## config.mk

```make
export PLATFORM = sky130hd
export DESIGN_NAME = gate_drive_guard
export DESIGN_NICKNAME = d
export VERILOG_FILES = /design/src/rtl/gdp_pkg.sv /design/src/rtl/gdp_sync.sv /design/src/rtl/gdp_glitch_filter.sv /design/src/rtl/gdp_phase_fsm.sv /design/src/rtl/gdp_fault_fsm.sv /design/src/rtl/gate_drive_guard.sv
export SDC_FILE = /design/constraint.sdc
export NUM_CORES = 1
export LEC_CHECK = 0
export BUFFER_PORTS_ARGS = -buffer_cell sky130_fd_sc_hd__buf_4
export CORE_MARGIN = 2
export CORE_UTILIZATION = 45
export CTS_CLUSTER_DIAMETER = 150
export CTS_CLUSTER_SIZE = 28
export DETAILED_ROUTE_END_ITERATION = 7
export GPL_ROUTABILITY_DRIVEN = 0
export PLACE_DENSITY_LB_ADDON = 0.1
export SYNTH_ARGS = -nofsm -noshare
export SYNTH_HDL_FRONTEND = slang
export SYNTH_SLANG_ARGS = --single-unit
```

## constraint.sdc

```tcl
create_clock -name clk -period 3.15 [get_ports clk]
set_input_delay 0 -clock clk [delete_from_list [all_inputs] [get_ports clk]]
set_output_delay 0 -clock clk [all_outputs]
set_load 0.01 [all_outputs]
```

## src/rtl/gdp_pkg.sv

```systemverilog
package gdp_pkg;

    typedef enum logic [2:0] {
        PH_OFF  = 3'd0,
        PH_DEAD = 3'd1,
        PH_HIGH = 3'd2,
        PH_LOW  = 3'd3,
        PH_LOCK = 3'd4
    } phase_st_e;

    typedef enum logic [1:0] {
        TGT_NONE = 2'd0,
        TGT_HIGH = 2'd1,
        TGT_LOW  = 2'd2
    } target_e;

    typedef enum logic [1:0] {
        FS_RUN  = 2'd0,
        FS_TRIP = 2'd1,
        FS_UV   = 2'd2
    } fault_st_e;

endpackage

```

## src/rtl/gdp_sync.sv

```systemverilog
module gdp_sync #(
    parameter logic RST_VAL = 1'b0
) (
    input  logic clk,
    input  logic rst_n,
    input  logic d,
    output logic q
);
    logic meta_q;
    logic sync_q;

    always_ff @(posedge clk or negedge rst_n) begin
        if (!rst_n) begin
            meta_q <= RST_VAL;
            sync_q <= RST_VAL;
        end else begin
            meta_q <= d;
            sync_q <= meta_q;
        end
    end

    assign q = sync_q;
endmodule

```

## src/rtl/gdp_glitch_filter.sv

```systemverilog
module gdp_glitch_filter #(
    parameter int   CYC     = 4,
    parameter logic RST_VAL = 1'b1
) (
    input  logic clk,
    input  logic rst_n,
    input  logic d_async,
    output logic q
);
    localparam int CW = $clog2(CYC + 1);
    localparam logic [CW-1:0] LAST = CW'(CYC - 1);

    logic          s;
    logic          q_q;
    logic [CW-1:0] cnt_q;

    gdp_sync #(.RST_VAL(RST_VAL)) i_sync (
        .clk   (clk),
        .rst_n (rst_n),
        .d     (d_async),
        .q     (s)
    );

    // Output follows the synced level only after CYC differing cycles in a row
    always_ff @(posedge clk or negedge rst_n) begin
        if (!rst_n) begin
            q_q   <= RST_VAL;
            cnt_q <= '0;
        end else if (s != q_q) begin
            if (cnt_q == LAST) begin
                q_q   <= s;
                cnt_q <= '0;
            end else begin
                cnt_q <= cnt_q + 1'b1;
            end
        end else begin
            cnt_q <= '0;
        end
    end

    assign q = q_q;

    AST_FILT_FOLLOWS: assert property (@(posedge clk) disable iff (!rst_n)
        (q_q != $past(q_q)) |-> ($past(s) == q_q));
endmodule

```

## src/rtl/gdp_phase_fsm.sv

```systemverilog
module gdp_phase_fsm
    import gdp_pkg::*;
#(
    parameter int DEAD_CYC = 10
) (
    input  logic clk,
    input  logic rst_n,
    input  logic hi_req,
    input  logic lo_req,
    input  logic kill,
    output logic hi_on,
    output logic lo_on,
    output logic turn_on
);
    localparam int DW = $clog2(DEAD_CYC + 1);
    localparam logic [DW-1:0] DEAD_LAST = DW'(DEAD_CYC - 1);

    phase_st_e     st_q, st_d;
    target_e       pend_q, pend_d;
    target_e       tgt;
    logic [DW-1:0] cnt_q, cnt_d;

    always_comb begin
        if (hi_req && !lo_req)      tgt = TGT_HIGH;
        else if (lo_req && !hi_req) tgt = TGT_LOW;
        else                        tgt = TGT_NONE;
    end

    always_comb begin
        st_d   = st_q;
        pend_d = pend_q;
        cnt_d  = cnt_q;
        unique case (st_q)
            PH_LOCK: begin
                if (!kill && tgt == TGT_NONE) st_d = PH_OFF;
            end
            PH_OFF: begin
                if (kill) st_d = PH_LOCK;
                else if (tgt != TGT_NONE) begin
                    st_d   = PH_DEAD;
                    pend_d = tgt;
                    cnt_d  = '0;
                end
            end
            PH_DEAD: begin
                if (kill) st_d = PH_LOCK;
                else if (tgt == TGT_NONE) st_d = PH_OFF;
                else if (tgt != pend_q) begin
                    pend_d = tgt;
                    cnt_d  = '0;
                end else if (cnt_q == DEAD_LAST) begin
                    st_d = (pend_q == TGT_HIGH) ? PH_HIGH : PH_LOW;
                end else begin
                    cnt_d = cnt_q + 1'b1;
                end
            end
            PH_HIGH, PH_LOW: begin
                if (kill) st_d = PH_LOCK;
                else if (tgt == TGT_NONE) st_d = PH_OFF;
                else if ((st_q == PH_HIGH) != (tgt == TGT_HIGH)) begin
                    st_d   = PH_DEAD;
                    pend_d = tgt;
                    cnt_d  = '0;
                end
            end
            default: st_d = PH_LOCK;
        endcase
    end

    always_ff @(posedge clk or negedge rst_n) begin
        if (!rst_n) begin
            st_q   <= PH_OFF;
            pend_q <= TGT_NONE;
            cnt_q  <= '0;
        end else begin
            st_q   <= st_d;
            pend_q <= pend_d;
            cnt_q  <= cnt_d;
        end
    end

    always_comb begin
        hi_on   = (st_q == PH_HIGH);
        lo_on   = (st_q == PH_LOW);
        turn_on = (st_q == PH_DEAD) && ((st_d == PH_HIGH) || (st_d == PH_LOW));
    end

    // Checker: consecutive both-off cycles, saturating at DEAD_CYC
    logic [DW-1:0] gap_q;
    always_ff @(posedge clk or negedge rst_n) begin
        if (!rst_n) gap_q <= '0;
        else if (hi_on || lo_on) gap_q <= '0;
        else if (gap_q != DW'(DEAD_CYC)) gap_q <= gap_q + 1'b1;
    end

    AST_DEAD_GAP: assert property (@(posedge clk) disable iff (!rst_n)
        $rose(hi_on || lo_on) |-> (int'(gap_q) >= DEAD_CYC));
    AST_KILL_BLOCKS: assert property (@(posedge clk) disable iff (!rst_n)
        kill |=> (!hi_on && !lo_on));
    AST_BOTH_REQ_OFF: assert property (@(posedge clk) disable iff (!rst_n)
        (hi_req && lo_req) |=> (!hi_on && !lo_on));
endmodule

```

## src/rtl/gdp_fault_fsm.sv

```systemverilog
module gdp_fault_fsm
    import gdp_pkg::*;
#(
    parameter int BLANK_CYC = 8,
    parameter int CLR_CYC   = 40
) (
    input  logic clk,
    input  logic rst_n,
    input  logic trip_s,
    input  logic uv_s,
    input  logic lo_any,
    input  logic on_any,
    output logic kill,
    output logic fault_n
);
    localparam int BW = $clog2(BLANK_CYC + 1);
    localparam int CW = $clog2(CLR_CYC + 1);
    localparam logic [BW-1:0] BLANK_VAL = BW'(BLANK_CYC);
    localparam logic [CW-1:0] CLR_LAST  = CW'(CLR_CYC - 1);

    fault_st_e     st_q, st_d;
    logic [CW-1:0] clr_q, clr_d;
    logic [BW-1:0] blank_q, blank_d;

    always_comb begin
        if (on_any)             blank_d = BLANK_VAL;
        else if (blank_q != '0) blank_d = blank_q - 1'b1;
        else                    blank_d = '0;
    end

    always_comb begin
        st_d  = st_q;
        clr_d = clr_q;
        unique case (st_q)
            FS_RUN: begin
                clr_d = '0;
                if (uv_s) st_d = FS_UV;
                else if (trip_s && blank_q == '0) st_d = FS_TRIP;
            end
            FS_TRIP: begin
                if (lo_any) clr_d = '0;
                else if (clr_q == CLR_LAST) begin
                    st_d  = uv_s ? FS_UV : FS_RUN;
                    clr_d = '0;
                end else begin
                    clr_d = clr_q + 1'b1;
                end
            end
            FS_UV: begin
                if (!uv_s) st_d = FS_RUN;
            end
            default: st_d = FS_TRIP;
        endcase
    end

    always_ff @(posedge clk or negedge rst_n) begin
        if (!rst_n) begin
            st_q    <= FS_RUN;
            clr_q   <= '0;
            blank_q <= '0;
        end else begin
            st_q    <= st_d;
            clr_q   <= clr_d;
            blank_q <= blank_d;
        end
    end

    always_comb begin
        kill    = (st_q != FS_RUN);
        fault_n = (st_q == FS_RUN);
    end

    AST_TRIP_HOLD: assert property (@(posedge clk) disable iff (!rst_n)
        (st_q == FS_TRIP && lo_any) |=> (st_q == FS_TRIP));
    AST_BLANK_RESPECT: assert property (@(posedge clk) disable iff (!rst_n)
        (st_q == FS_TRIP && $past(st_q) == FS_RUN) |-> ($past(blank_q) == '0));
    AST_UV_FORCES: assert property (@(posedge clk) disable iff (!rst_n)
        uv_s |=> (st_q != FS_RUN));
endmodule

```

## src/rtl/gate_drive_guard.sv

```systemverilog
module gate_drive_guard #(
    parameter int N_PHASE     = 3,
    parameter int LO_FILT_CYC = 31,
    parameter int HI_FILT_CYC = 150,
    parameter int DEAD_CYC    = 250,
    parameter int BLANK_CYC   = 40,
    parameter int CLR_CYC     = 900
) (
    input  logic               clk,
    input  logic               rst_n,
    input  logic [N_PHASE-1:0] hin_n,
    input  logic [N_PHASE-1:0] lin_n,
    input  logic               itrip,
    input  logic               uv_logic,
    input  logic               uv_high,
    output logic [N_PHASE-1:0] hi_gate,
    output logic [N_PHASE-1:0] lo_gate,
    output logic               fault_n
);
    logic [N_PHASE-1:0] hin_f_n;
    logic [N_PHASE-1:0] lin_f_n;
    logic [N_PHASE-1:0] turn_on;
    logic               trip_s;
    logic               uvl_s;
    logic               uvh_s;
    logic               kill;

    for (genvar p = 0; p < N_PHASE; p++) begin : g_phase
        gdp_glitch_filter #(.CYC(HI_FILT_CYC), .RST_VAL(1'b1)) i_hi_filt (
            .clk     (clk),
            .rst_n   (rst_n),
            .d_async (hin_n[p]),
            .q       (hin_f_n[p])
        );
        gdp_glitch_filter #(.CYC(LO_FILT_CYC), .RST_VAL(1'b1)) i_lo_filt (
            .clk     (clk),
            .rst_n   (rst_n),
            .d_async (lin_n[p]),
            .q       (lin_f_n[p])
        );
        gdp_phase_fsm #(.DEAD_CYC(DEAD_CYC)) i_phase (
            .clk     (clk),
            .rst_n   (rst_n),
            .hi_req  (!hin_f_n[p]),
            .lo_req  (!lin_f_n[p]),
            .kill    (kill),
            .hi_on   (hi_gate[p]),
            .lo_on   (lo_gate[p]),
            .turn_on (turn_on[p])
        );
    end

    gdp_sync #(.RST_VAL(1'b0)) i_trip_sync (
        .clk(clk), .rst_n(rst_n), .d(itrip), .q(trip_s)
    );
    gdp_sync #(.RST_VAL(1'b0)) i_uvl_sync (
        .clk(clk), .rst_n(rst_n), .d(uv_logic), .q(uvl_s)
    );
    gdp_sync #(.RST_VAL(1'b0)) i_uvh_sync (
        .clk(clk), .rst_n(rst_n), .d(uv_high), .q(uvh_s)
    );

    gdp_fault_fsm #(.BLANK_CYC(BLANK_CYC), .CLR_CYC(CLR_CYC)) i_fault (
        .clk     (clk),
        .rst_n   (rst_n),
        .trip_s  (trip_s),
        .uv_s    (uvl_s || uvh_s),
        .lo_any  (!(&lin_f_n)),
        .on_any  (|turn_on),
        .kill    (kill),
        .fault_n (fault_n)
    );

    AST_FAULT_ALL_OFF: assert property (@(posedge clk) disable iff (!rst_n)
        (!fault_n && !$past(fault_n)) |-> (hi_gate == '0 && lo_gate == '0));
endmodule

```

* After elaboration in Yosys (flattened, before gate mapping)
Index checks and enable logic that the tools add are counted.
** Word-level totals
- Register bits :: 120
- Input bits :: 11
- Logic and storage cells :: 314
** Operators by class
- Add/subtract/negate cells :: 11
- Equality and inequality tests :: 79
- Muxes and demuxes :: 123
- Reduce and logical (&&, ||, !) cells :: 59
** Operators by type and width (number)
- $mux 8 :: 33
- $mux 3 :: 30
- $mux 2 :: 36
- $pmux 8 s3 :: 3
- $reduce_and 9->1 :: 6
- $add 8x1->8 const B :: 6
- $eq 8x8->1 const B :: 6
- $eq 3x2->1 const B :: 12
- $pmux 3 s4 :: 3
- $ne 2x2->1 const B :: 17
- $mux 5 :: 6
- $pmux 2 s3 :: 4
- $mux 10 :: 2
- $ne 2x1->1 const B :: 10
- $pmux 10 s2 :: 1
- $add 5x1->5 const B :: 3
- $eq 5x5->1 const B :: 3
- $eq 2x1->1 const B :: 7
- $logic_and 1x1->1 :: 13
- $mux 6 :: 2
- $reduce_and 2->1 :: 6
- $add 10x1->10 const B :: 1
- $eq 10x10->1 const B :: 1
- $reduce_bool 2->1 :: 5
- other kinds (20) :: 56

* Logic depth before layout (Yosys ltp)
Gate-level depths: netlist of the first run.
- Word-level depth :: 15
- Depth in mapped cells :: 7
- Mapped depth without buffers :: 6

* By module
A second synthesis of the first run with hierarchy kept.
** Unflattened totals
- Cell total of the unflattened synthesis :: 590
- Area total of the unflattened synthesis :: 6132.1 µm²
** Modules (own cells, without submodules)
- gdp_phase_fsm :: times used 3, cells an instance 89, area an instance 830.8 µm²
- gdp_glitch_filter at g_phase[0].i_hi_filt ... :: times used 3, cells an instance 41, area an instance 452.9 µm²
- gdp_fault_fsm :: times used 1, cells an instance 104, area an instance 949.7 µm²
- gdp_glitch_filter at g_phase[0].i_lo_filt ... :: times used 3, cells an instance 23, area an instance 275.3 µm²
- gdp_sync at g_phase[0].i_hi_filt.i_sync ... :: times used 6, cells an instance 2, area an instance 52.6 µm²
- gdp_sync at i_trip_sync ... :: times used 3, cells an instance 2, area an instance 50.0 µm²
- gate_drive_guard :: times used 1, cells an instance 9, area an instance 40.0 µm²

* Worst setup path before layout of the first run
Ideal clock, no wire load.
- Path type :: register -> register
- Start point :: reg g_phase[1].i_hi_filt.q_q
- End point :: reg g_phase[1].i_phase.pend_q[0]
- Arrival :: 2.147 ns
- Required time :: 3.025 ns
- Slack :: 0.879 ns
- Stages on the path, launching flop included :: 8
- Cell sequence :: dfstp_2 -> inv_1 -> ha_1 -> or4_1 -> buf_2 -> a21o_4 -> nor2_1 -> mux2_2
** On the way
- Word-level cells in the longest chain between the ends :: 7
- Elaborated cells on any way between the ends :: 25
- Those cells by class :: eq/ne: 8; mux: 11; reduce/logical: 6
** Ends and longest elaborated chain
- from (decl) :: line gdp_glitch_filter.sv:14 : logic q_q;
- from (signal assigned) :: line gdp_glitch_filter.sv:31 : q_q <= s;
- $logic_and 1x1->1 or $logic_not 1->1 (tied branches) :: line gdp_phase_fsm.sv:25, gate_drive_guard.sv:44
- $mux 2 or $logic_and 1x1->1 (tied branches) :: line gdp_phase_fsm.sv:25, gdp_phase_fsm.sv:24
- $mux 2 (*) :: line gdp_phase_fsm.sv:24 : if (hi_req && !lo_req) tgt = TGT_HIGH;
- $eq 2x1->1 (tied with other cells) :: line gdp_phase_fsm.sv:60 : else if ((st_q == PH_HIGH) != (tgt == TGT_HIGH)) begin
- $ne 1x1->1 (tied with other cells) :: line gdp_phase_fsm.sv:60
- $ne 2x1->1 (no source line) (tied with other cells)
- $reduce_and 9->1 (no source line) or $pmux 2 s3 (tied branches)
- to (signal assigned) :: line gdp_phase_fsm.sv:77 : pend_q <= pend_d;
- to (decl) :: line gdp_phase_fsm.sv:19 : target_e pend_q, pend_d;
Every way passes the cells marked *; elsewhere a longest branch is shown, timed or not. The select of a mux whose other input is x is not followed.
A chain may end at the register's enable or synchronous reset.

* Worst setup path in the final report of the first run
- Start point :: reg g_phase[2].i_hi_filt.q_q
- End point :: reg g_phase[2].i_phase.cnt_q[1]
** On the way
- Word-level cells in the longest chain between the ends :: 8
- Elaborated cells on any way between the ends :: 20
- Those cells by class :: eq/ne: 8; mux: 6; reduce/logical: 6
** Ends and longest elaborated chain
- from (decl) :: line gdp_glitch_filter.sv:14
- from (signal assigned) :: line gdp_glitch_filter.sv:31
- $logic_and 1x1->1 or $logic_not 1->1 (tied branches) :: line gdp_phase_fsm.sv:25, gate_drive_guard.sv:44
- $mux 2 or $logic_and 1x1->1 (tied branches) :: line gdp_phase_fsm.sv:25, gdp_phase_fsm.sv:24
- $mux 2 (*) :: line gdp_phase_fsm.sv:24
- $ne 2x2->1 :: line gdp_phase_fsm.sv:48 : else if (tgt != pend_q) begin
- $mux 8 :: line gdp_phase_fsm.sv:48
- $mux 8 :: line gdp_phase_fsm.sv:47 : else if (tgt == TGT_NONE) st_d = PH_OFF;
- $mux 8 :: line gdp_phase_fsm.sv:46 : if (kill) st_d = PH_LOCK;
- $pmux 8 s3 :: line gdp_phase_fsm.sv:33 : unique case (st_q)
- to (signal assigned) :: line gdp_phase_fsm.sv:78 : cnt_q <= cnt_d;
- to (decl) :: line gdp_phase_fsm.sv:21 : logic [DW-1:0] cnt_q, cnt_d;
Marks and branches as above.

==> impl_metrics.yaml, run 1 <==
timing:
  min_period_over_period_pct: 77.4
  tns_ns: 0
  fin_ws_ns: 0.713
  rsz0062_at_grt: "no"
  finalMaxSlewViolations: 0
  period_minus_slack_ns: 2.44
  tightestPinTransition_ns: 0.747
  skew_ns: 0.00593
  hold_violations: 0
  fmax_mhz: 410
  setup_viol: 0
  maxSlewHeadroom_pct: 49.8
worst_setup_path:
  r2r-start: "g_phase[2].i_hi_filt.q"
  setup.worst_path.class: "register to register"
  worst_setup_path_start_kind: "register"
  timing.rr.end: "g_phase[2].i_phase.cnt_q[1]"
  critPathCaptureType: "register"
  crit_path_cell_trace: "inv_1 > ha_1 > or4_1 > a21o_1 > or3_1 > o22ai_1"
  rrSetupSlack_ns: 0.71
  worstRegToRegCells: 6
  worstPathRequired_ns: 3.48
  max_stage_delay_ns: 0.59
  crit_fanout: 11
  cp_slowest_cell: "or4_1"
  arrival_ns: 2.77
detailed_routing:
  vias_per_cell: 5.14
  wl_met3_um: 337
  drc: 0
  drt_first_pass_iters: 4
  wl_met2_um: 4760
  wl_per_cell_um: 13.6
  routed.top_layer: "met4"
  first_iter_violations: 206
  postRouteAntennaNets: 0
  m1WireLength_um: 5200
  num_vias: 3925
  wl_um: 10400
cts:
  clockBufferDepth: 2
  numCtsBuffers: 17
  root_buffer: "clkbuf_16"
  post_cts_buffers: 0
  clk_pin_slew_worst_paths_ns: 0.06
  cts_tree: "built"
  clock_latency_ns: 0.41
  clock-sinks: 120
  post_cts_resized: 0
  cts_htree_levels: 4
global_route:
  grt_max_degree: 93
  grt_pass1_vias: 3947
  grt_overflow_total: 0
  grt_usage_pct: 16.8
  antenna_found_initial: 0
  grt_pass1_wl_um: 18700
cells_and_area:
  layout-drive-gt1-share_pct: 14.2
  syn2layout_area_growth_pct: 16.5
  n_fill_cell: 1157
  diodes: 0
  fin_area_um2: 6750
  nNetsFinal: 616
min_path:
  hold_path_class: "input port to async pin"
yosys:
  ys_types: 54
  synth_edf_count: 0
  synthCells: 545
  synthTopCellsByArea: "dfrtp_1, dfstp_2, xor2_1"
  syn-num-nets: 583
  yosys-top-cells-count: "dfrtp_1, nor2_1, xor2_1"
  synth_top_area_cell: "dfrtp_1"
  syn-cell-area_um2: 5800
  synthArstFlopShare_pct: 100
  synth_most_common_cell: "dfrtp_1"
  ys.flop_type: "dfrtp_1"
  synth.top_cell.area_share_pct: 44.0
  synth-seq-cells: 120
  ys.warnings.count: 0
  syn_avg_cell_area_um2: 10.6
  yosysSeqAreaShare_pct: 52.2
power_and_ir_drop:
  leakage_nw: 3.06
  p_per_area_nw_per_um2: 550
  report.power.total_w: 0.00371
  vdd_ir_drop_max_v: 0.000342
floorplanning:
  rows: 41
  die_y_um: 117
  core-area_um2: 12600
  ios: 18
  die_w_um: 117
  initial_core_util_pct: 45.9
  fp.dieArea_um2: 13800
run_status:
  run_status: "completed"
placement:
  io_buffers: 17
  dp_slack_ns: 0.726
  dpl.hpwl_um: 7140
  postPlaceCellArea_um2: 6080
run:
  cap_violations: 0
[metal layers]
metal | track usage, % | vias to the layer above
li1 | - | 1979
met1 | 22.9 | 1888
met2 | 25.2 | 49
met3 | 5.18 | 9
met4 | 6.55 | 0
met5 | 0 | -
[placed cells by master (no fill, tap or decap), drive strengths merged, types with 3 or more instances in the layout]
cell type	n
nand3	29
xnor2	16
o31ai	5
nor3	11
or3	11
o21ai	9
nand2	27
dlygate4sd3	10
a21oi	15
nor3b	5
xor2	39
dfrtp	102
and3	9
clkbuf	21
nor4	13
o22ai	5
dfstp	18
ha	27
buf	18
nand2b	5
mux2	9
clkinvlp	4
and2	3
or4	7
nor2	67
nand4	16
nand4b	3
nor2b	3
inv	35
nor4b	3
mux2i	8
clkinv	5
a21o	7
[cells by family (layout without fill, tap and decap cells)]
family / after synthesis / after routing / share of synthesized area, %
compound gates: 60 / 60 / 7.28
xor+xnor: 55 / 55 / 8.31
fa+ha+maj: 27 / 27 / 5.83
buf+inv: 48 / 94 / 3.54
flops: 120 / 120 / 52.2
mux: 17 / 17 / 3.13
simple gates: 218 / 218 / 19.7
[worst max-delay path: cells and delay by family (launching register included)]
family,cells,cell delay [ns]
AO/OA/AOI/OAI,2,0.45
adder cells (fa/ha/maj),1,0.31
buffers and inverters,1,0.05
flip-flops,1,0.55
AND/OR/NAND/NOR,2,0.98
[sequential cells by signal, summed over array words and instances (netlist names), 2 cells and up]
register / count
g_phase.i_hi_filt.cnt_q: 24
g_phase.i_hi_filt.i_sync.meta_q: 3
g_phase.i_hi_filt.i_sync.q: 3
g_phase.i_hi_filt.q: 3
g_phase.i_lo_filt.cnt_q: 15
g_phase.i_lo_filt.i_sync.meta_q: 3
g_phase.i_lo_filt.i_sync.q: 3
g_phase.i_lo_filt.q: 3
g_phase.i_phase.cnt_q: 24
g_phase.i_phase.pend_q: 6
g_phase.i_phase.st_q: 9
i_fault.blank_q: 6
i_fault.clr_q: 10
i_fault.st_q: 2
[final cells by class]
cell class / count / area, um2 / area share (%)
multi-input cells: 377 / 2560 / 38.0
inverters: 34 / 128 / 1.89
repair buffers: 28 / 248 / 3.67
clock buffers: 21 / 470 / 6.97
flip-flops and latches: 120 / 3030 / 44.8
well taps: 172 / 215 / 3.19
clock inverters: 11 / 97.6 / 1.45
[metrics by stage]
step	hold slack (ns)	instances	util (%)
2_1_floorplan	-0.296	545	-
3_3_place_gp	-0.0450	721	48.2
3_5_place_dp	-0.0440	721	48.2
4_1_cts	0.0554	763	53.5
5_1_grt	0.0947	763	53.5
6_report	0.0566	763	53.5
[where the power goes]
part / switching [W] / internal [W]
Clock: 0.000685 / 0.00114
Sequential: 0.0000912 / 0.00161
Combinational: 0.000105 / 0.0000781
[how the worst max path moves through the flow]
stage,slack [ns],start,endpoint,depth (start not counted)
finish,0.71,g_phase[2].i_hi_filt.q,g_phase[2].i_phase.cnt_q[1],6
detailed placement,0.73,g_phase[1].i_hi_filt.q,i_fault.blank_q[2],6
global placement,0.76,g_phase[1].i_hi_filt.q,g_phase[1].i_phase.pend_q[1],6
floorplan,0.88,g_phase[1].i_hi_filt.q,g_phase[1].i_phase.pend_q[0],7
CTS,0.71,g_phase[2].i_hi_filt.q,g_phase[2].i_phase.cnt_q[1],6
global route,0.55,g_phase[2].i_hi_filt.q,g_phase[2].i_phase.cnt_q[3],6
[what timing repair did]
item,in CTS,in global routing
endpoints found under the hold margin,43,0
hold buffers,10,0
endpoints found under the setup margin,0,0
No activity file was read; power rests on OpenSTA's default activity.
==> run 2, diff against run 1 <==
==> constraint.sdc (replaced) <==
create_clock -name clk -period 2.2 [get_ports clk]
set_input_delay 0 -clock clk [delete_from_list [all_inputs] [get_ports clk]]
set_output_delay 0 -clock clk [all_outputs]
set_load 0.01 [all_outputs]
==> run 2 against run 1 <==
Non-clock buffer count up 37. Flip-flop and latch count did not move. Sequential share of layout area down 2.8 points. Combinational power increased by 72%. Setup slack worse by 0.66 ns. Clock power is 65% higher. Clock skew rose by 0.00070 ns. Fmax is 13% higher. Worst hold slack gained 0.14 ns. Count of clock-buffer cells in the layout increased by 4. Highest routed layer unchanged. Critical path depth did not move. Largest cell class unchanged. Wire length rose by 3.7%.
==> impl_metrics.yaml, run 2 (synthesis results as in run 1) <==
worst_setup_path:
  worst_setup_path_start_kind: "register"
  crit_path_cell_trace: "buf_4 > ha_4 > or4_4 > a21o_4 > or4_1 > a21oi_1"
  max_stage_delay_ns: 0.52
  worstPathRequired_ns: 2.54
  cp_top_family: "simple AND/OR/NAND/NOR gates"
  arrival_ns: 2.49
  setup.worst_path.class: "register to register"
  path_buf_inv: 1
  critPathCaptureType: "register"
  crit_fanout: 3
  cp_slowest_cell: "dfstp_2"
cts:
  root_buffer: "clkbuf_16"
  clk_pin_slew_worst_paths_ns: 0.05
  clock-sinks: 120
  clockBufferDepth: 2
  numCtsBuffers: 17
  clock_latency_ns: 0.42
  cts_htree_levels: 4
  cts_tree: "built"
run_status:
  run_status: "completed"
global_route:
  grt_pass1_wl_um: 18900
  grt_max_degree: 121
  grt_usage_pct: 17.1
  grt_overflow_total: 0
  grt_pass1_vias: 4206
  antenna_found_initial: 0
timing:
  skew_ns: 0.00663
  fmax_mhz: 465
  worst_hold_slack_ns: 0.201
  setup_viol: 0
  period_minus_slack_ns: 2.15
  tightestPinTransition_ns: 0.669
  rsz0062_at_grt: "no"
  maxSlewHeadroom_pct: 55.4
  min_period_over_period_pct: 97.8
  hold_violations: 0
  finalMaxSlewViolations: 0
detailed_routing:
  wl_met2_um: 5000
  wl_um: 10800
  wl_met3_um: 330
  num_vias: 4126
  postRouteAntennaNets: 0
  wl_per_cell_um: 13.5
  drc: 0
  vias_per_cell: 5.16
  drt_first_pass_iters: 4
  m1WireLength_um: 5280
  first_iter_violations: 264
  routed.top_layer: "met4"
power_and_ir_drop:
  p_per_area_nw_per_um2: 798
  vdd_ir_drop_max_v: 0.000686
  leakage_nw: 3.30
cells_and_area:
  final_common_cell: "dfrtp_1"
  syn2layout_area_growth_pct: 24.3
  diodes: 0
  reg.largest.list: "g_phase.i_hi_filt.cnt_q (24), g_phase.i_phase.cnt_q (24), g_phase.i_lo_filt.cnt_q (15)"
  final_cell_mix: "dfrtp_1, nor2_1, buf_4"
  layout-drive-gt1-share_pct: 21.7
  nNetsFinal: 653
  fin_area_um2: 7200
floorplanning:
  core-area_um2: 12600
  fp.dieArea_um2: 13800
  ios: 18
  rows: 41
  die_w_um: 117
  die_y_um: 117
  initial_core_util_pct: 45.9
placement:
  dpl.hpwl_um: 7190
  io_buffers: 17
  postPlaceCellArea_um2: 6370
run:
  cap_violations: 0
min_path:
  hold_path_class: "input port to async pin"
run 2: cell types whose count changed in the layout (fill, tap and decap cells not counted), sizes merged:
cell and change:
inv -1, clkinvlp -4, clkinv -3, clkbuf +4
bufinv +4, buf +37
run 2: layer usage:
layer / vias up / global-route usage [%]
met3: 15 / 5.38
met1: 2007 / 21.8
met2: 52 / 26.9
met4: 0 / 7.38
li1: 2052 / -
met5: - / 0
run 2: path summary, 6_finish.rpt:
| path | startpoint | to | slack, ns | cells past startpoint |
|---|---|---|---|---|
| worst max-delay path | g_phase[1].i_lo_filt.q | g_phase[1].i_phase.cnt_q[7] | 0.05 | 6 |
| worst min-delay path | rst_n | g_phase[0].i_hi_filt.cnt_q[2] | 0.20 | 3 |
| worst max register to register | g_phase[1].i_lo_filt.q | g_phase[1].i_phase.cnt_q[7] | 0.05 | 6 |
| worst min register to register | i_uvl_sync.meta_q | i_uvl_sync.q | 0.35 | 0 |
| max in group asynchronous | rst_n | g_phase[2].i_lo_filt.cnt_q[2] | 1.46 | 3 |
| min in group clk | lin_n[0] | g_phase[0].i_lo_filt.i_sync.meta_q | 0.24 | 2 |
run 2: cell type report:
class,count,area [um2]
Inverter,34,128
Fill cell,1107,5420
Tap cell,172,215
Multi-Input combinational cell,377,2660
Timing Repair Buffer,65,526
Clock buffer,25,485
Sequential cell,120,3030
Clock inverter,7,164
run 2: worst reg2reg max path: cells and delay by family (launching register included):
kind            cells  cell delay (ns)
simple gates        2             0.89
flops               1             0.52
compound gates      2             0.36
fa+ha+maj           1             0.19
buf+inv             1             0.12
run 2: per-stage QoR:
| stage | total power, W | TNS, ns | util [%] | setup slack, ns | std cells |
|---|---|---|---|---|---|
| 3_3_place_gp | 0.00275 | -0.0132 | 50.5 | -0.00740 | 756 |
| 5_1_grt | 0.00600 | 0 | 57.1 | 0.00301 | 800 |
| 6_report | 0.00575 | 0 | 57.1 | 0.0477 | 800 |
| 4_1_cts | 0.00585 | 0 | 56.6 | 0.00561 | 798 |
| 2_1_floorplan | 0.00258 | -0.0142 | - | -0.0142 | 545 |
| 3_5_place_dp | 0.00276 | -0.256 | 50.5 | -0.0452 | 756 |
run 2: timing repair:
action	4_1_cts	5_1_grt
pin swaps	0	5
setup buffers	0	2
hold buffers	10	0
endpoints found under the setup margin	11	18
resized for setup	4	10
hold endpoints to repair	111	0
run 2: report_power, final:
part	internal, W	switching, W
clock	0.00210	0.000922
sequential	0.00231	0.000102
combinational	0.000137	0.000177
==> run 3, diff against run 2 <==
--- a/config.mk
+++ b/config.mk
@@ -13,6 +13,7 @@
 export DETAILED_ROUTE_END_ITERATION = 7
 export GPL_ROUTABILITY_DRIVEN = 0
 export PLACE_DENSITY_LB_ADDON = 0.1
+export SETUP_SLACK_MARGIN = 0.4
 export SYNTH_ARGS = -nofsm -noshare
 export SYNTH_HDL_FRONTEND = slang
 export SYNTH_SLANG_ARGS = --single-unit
==> run 3 against run 2 <==
Register-to-register slack lost 0.02 ns. Highest routed layer unchanged. First-iteration DRC count shrank 25%. Largest power group unchanged. Worst hold slack lost 0.16 ns. Non-clock buffer count up 16. Clock skew fell by 0.00065 ns. Count of clock-buffer cells in the layout down 6.
==> impl_metrics.yaml, run 3 (synthesis results as in run 1) <==
floorplanning:
  core-area_um2: 12600
  initial_core_util_pct: 45.9
  ios: 18
  fp.dieArea_um2: 13800
  rows: 41
  die_w_um: 117
  die_y_um: 117
run_status:
  run_status: "completed"
global_route:
  grt_pass1_vias: 4225
  grt_usage_pct: 17.8
  grt_pass1_wl_um: 19600
  grt-busiest-layer: "met2"
  antenna_found_initial: 0
  grt_overflow_total: 0
  met1_usage_pct: 22.9
  grtUsageMet3_pct: 5.81
  grt_max_degree: 62
  gr-usage-met2_pct: 27.6
detailed_routing:
  num_vias: 4163
  wl_per_cell_um: 14.2
  drt_first_pass_iters: 4
  wl_um: 11600
  postRouteAntennaNets: 0
  drc: 0
  vias_per_cell: 5.10
  first_iter_violations: 199
min_path:
  hold_path_class: "input port to async pin"
cts:
  root_buffer: "clkbuf_16"
  numCtsBuffers: 17
  cts_tree: "built"
  cts_htree_levels: 4
  clk_pin_slew_worst_paths_ns: 0.06
  clock-sinks: 120
  clock_latency_ns: 0.42
  clockBufferDepth: 2
timing:
  fmax_mhz: 461
  period_minus_slack_ns: 2.17
  hold_violations: 0
  min_period_over_period_pct: 98.6
  rsz0062_at_grt: "yes"
  tightestPinTransition_ns: 0.554
  worst_hold_slack_ns: 0.0411
  setup_viol: 0
  finalMaxSlewViolations: 0
  maxSlewHeadroom_pct: 63.1
  skew_ns: 0.00598
cells_and_area:
  register_area_um2: 3030
  final_cell_mix: "dfrtp_1, nor2_1, buf_4"
  final_common_cell: "dfrtp_1"
  n_fill_cell: 1030
  multi_input_area_um2: 3070
  reg.largest.list: "g_phase.i_hi_filt.cnt_q (24), g_phase.i_phase.cnt_q (24), g_phase.i_lo_filt.cnt_q (15)"
  diodes: 0
  layout-drive-gt1-share_pct: 32.0
  syn2layout_area_growth_pct: 33.8
  fin_area_um2: 7750
  nNetsFinal: 669
worst_setup_path:
  max_stage_delay_ns: 0.53
  crit_fanout: 4
  setup.worst_path.class: "register to register"
  worstPathRequired_ns: 2.55
  path_buf_inv: 1
  worst_setup_path_start_kind: "register"
  cpMostUsedCell: "or4_4"
  cp_top_family: "simple AND/OR/NAND/NOR gates"
  cp_slowest_cell: "dfstp_2"
  arrival_ns: 2.52
  crit_path_cell_trace: "inv_2 > ha_4 > or4_4 > a21o_4 > or4_4 > a21oi_2"
  critPathCaptureType: "register"
placement:
  io_buffers: 17
  postPlaceCellArea_um2: 6440
  dpl.hpwl_um: 7510
power_and_ir_drop:
  vdd_ir_drop_max_v: 0.000582
  leakage_nw: 3.43
  p_per_area_nw_per_um2: 726
run:
  cap_violations: 0
[run 3: layer usage]
layer  routed length [um]  part of all wire [%]
met5                    0                     0
met1                 5380                    46
met4                  165                   1.4
met2                 5750                    49
met3                  340                   2.9
[run 3: through the flow]
| stage | power, W | setup slack, ns | utilization (%) | instances | TNS (ns) |
|---|---|---|---|---|---|
| 2_1_floorplan | 0.00259 | -0.0231 | - | 545 | -0.0231 |
| 3_3_place_gp | 0.00274 | 0.0600 | 51.0 | 745 | 0 |
| 3_5_place_dp | 0.00275 | 0.0271 | 51.0 | 745 | 0 |
| 4_1_cts | 0.00570 | 0.0529 | 59.2 | 802 | 0 |
| 5_1_grt | 0.00586 | -0.0129 | 61.4 | 816 | -0.0129 |
| 6_report | 0.00563 | 0.0304 | 61.4 | 816 | 0 |
[run 3: cell type report]
type / count / area share, %
flip-flops and latches: 120 / 39.0
clock buffers: 19 / 5.84
multi-input cells: 377 / 39.5
repair buffers: 81 / 9.01
inverters: 34 / 1.65
clock inverters: 13 / 2.16
well taps: 172 / 2.78
[run 3: final timing paths]
check / from / to / slack [ns] / cells after the start
max: g_phase[1].i_hi_filt.q / g_phase[1].i_phase.cnt_q[7] / 0.03 / 6
min: rst_n / g_phase[0].i_phase.cnt_q[1] / 0.04 / 2
max reg2reg: g_phase[1].i_hi_filt.q / g_phase[1].i_phase.cnt_q[7] / 0.03 / 6
min reg2reg: i_uvl_sync.meta_q / i_uvl_sync.q / 0.35 / 0
max in group asynchronous: rst_n / g_phase[1].i_lo_filt.q / 1.36 / 3
min in group clk: itrip / i_trip_sync.meta_q / 0.23 / 2
[run 3: worst register-to-register path: stages (launching register included)]
cell     delay, ns
dfstp_2       0.53
inv_2         0.04
ha_4          0.23
or4_4         0.44
a21o_4        0.23
or4_4         0.49
a21oi_2       0.14
[run 3: what timing repair did]
| action | CTS | global route |
|---|---|---|
| setup buffers | 15 | 14 |
| hold buffers | 10 | 0 |
| endpoints found under the setup margin | 41 | 53 |
| resized for setup | 40 | 33 |
| endpoints found under the hold margin | 111 | 0 |
| pin swaps | 13 | 22 |
[run 3: power by group]
part	total, W	leakage [nW]	switching [W]	internal [W]
Sequential	0.00243	1.57	0.000118	0.00231
Combinational	0.000320	1.56	0.000176	0.000144
Clock	0.00288	0.300	0.00103	0.00185
Total	0.00563	3.43	0.00133	0.00430
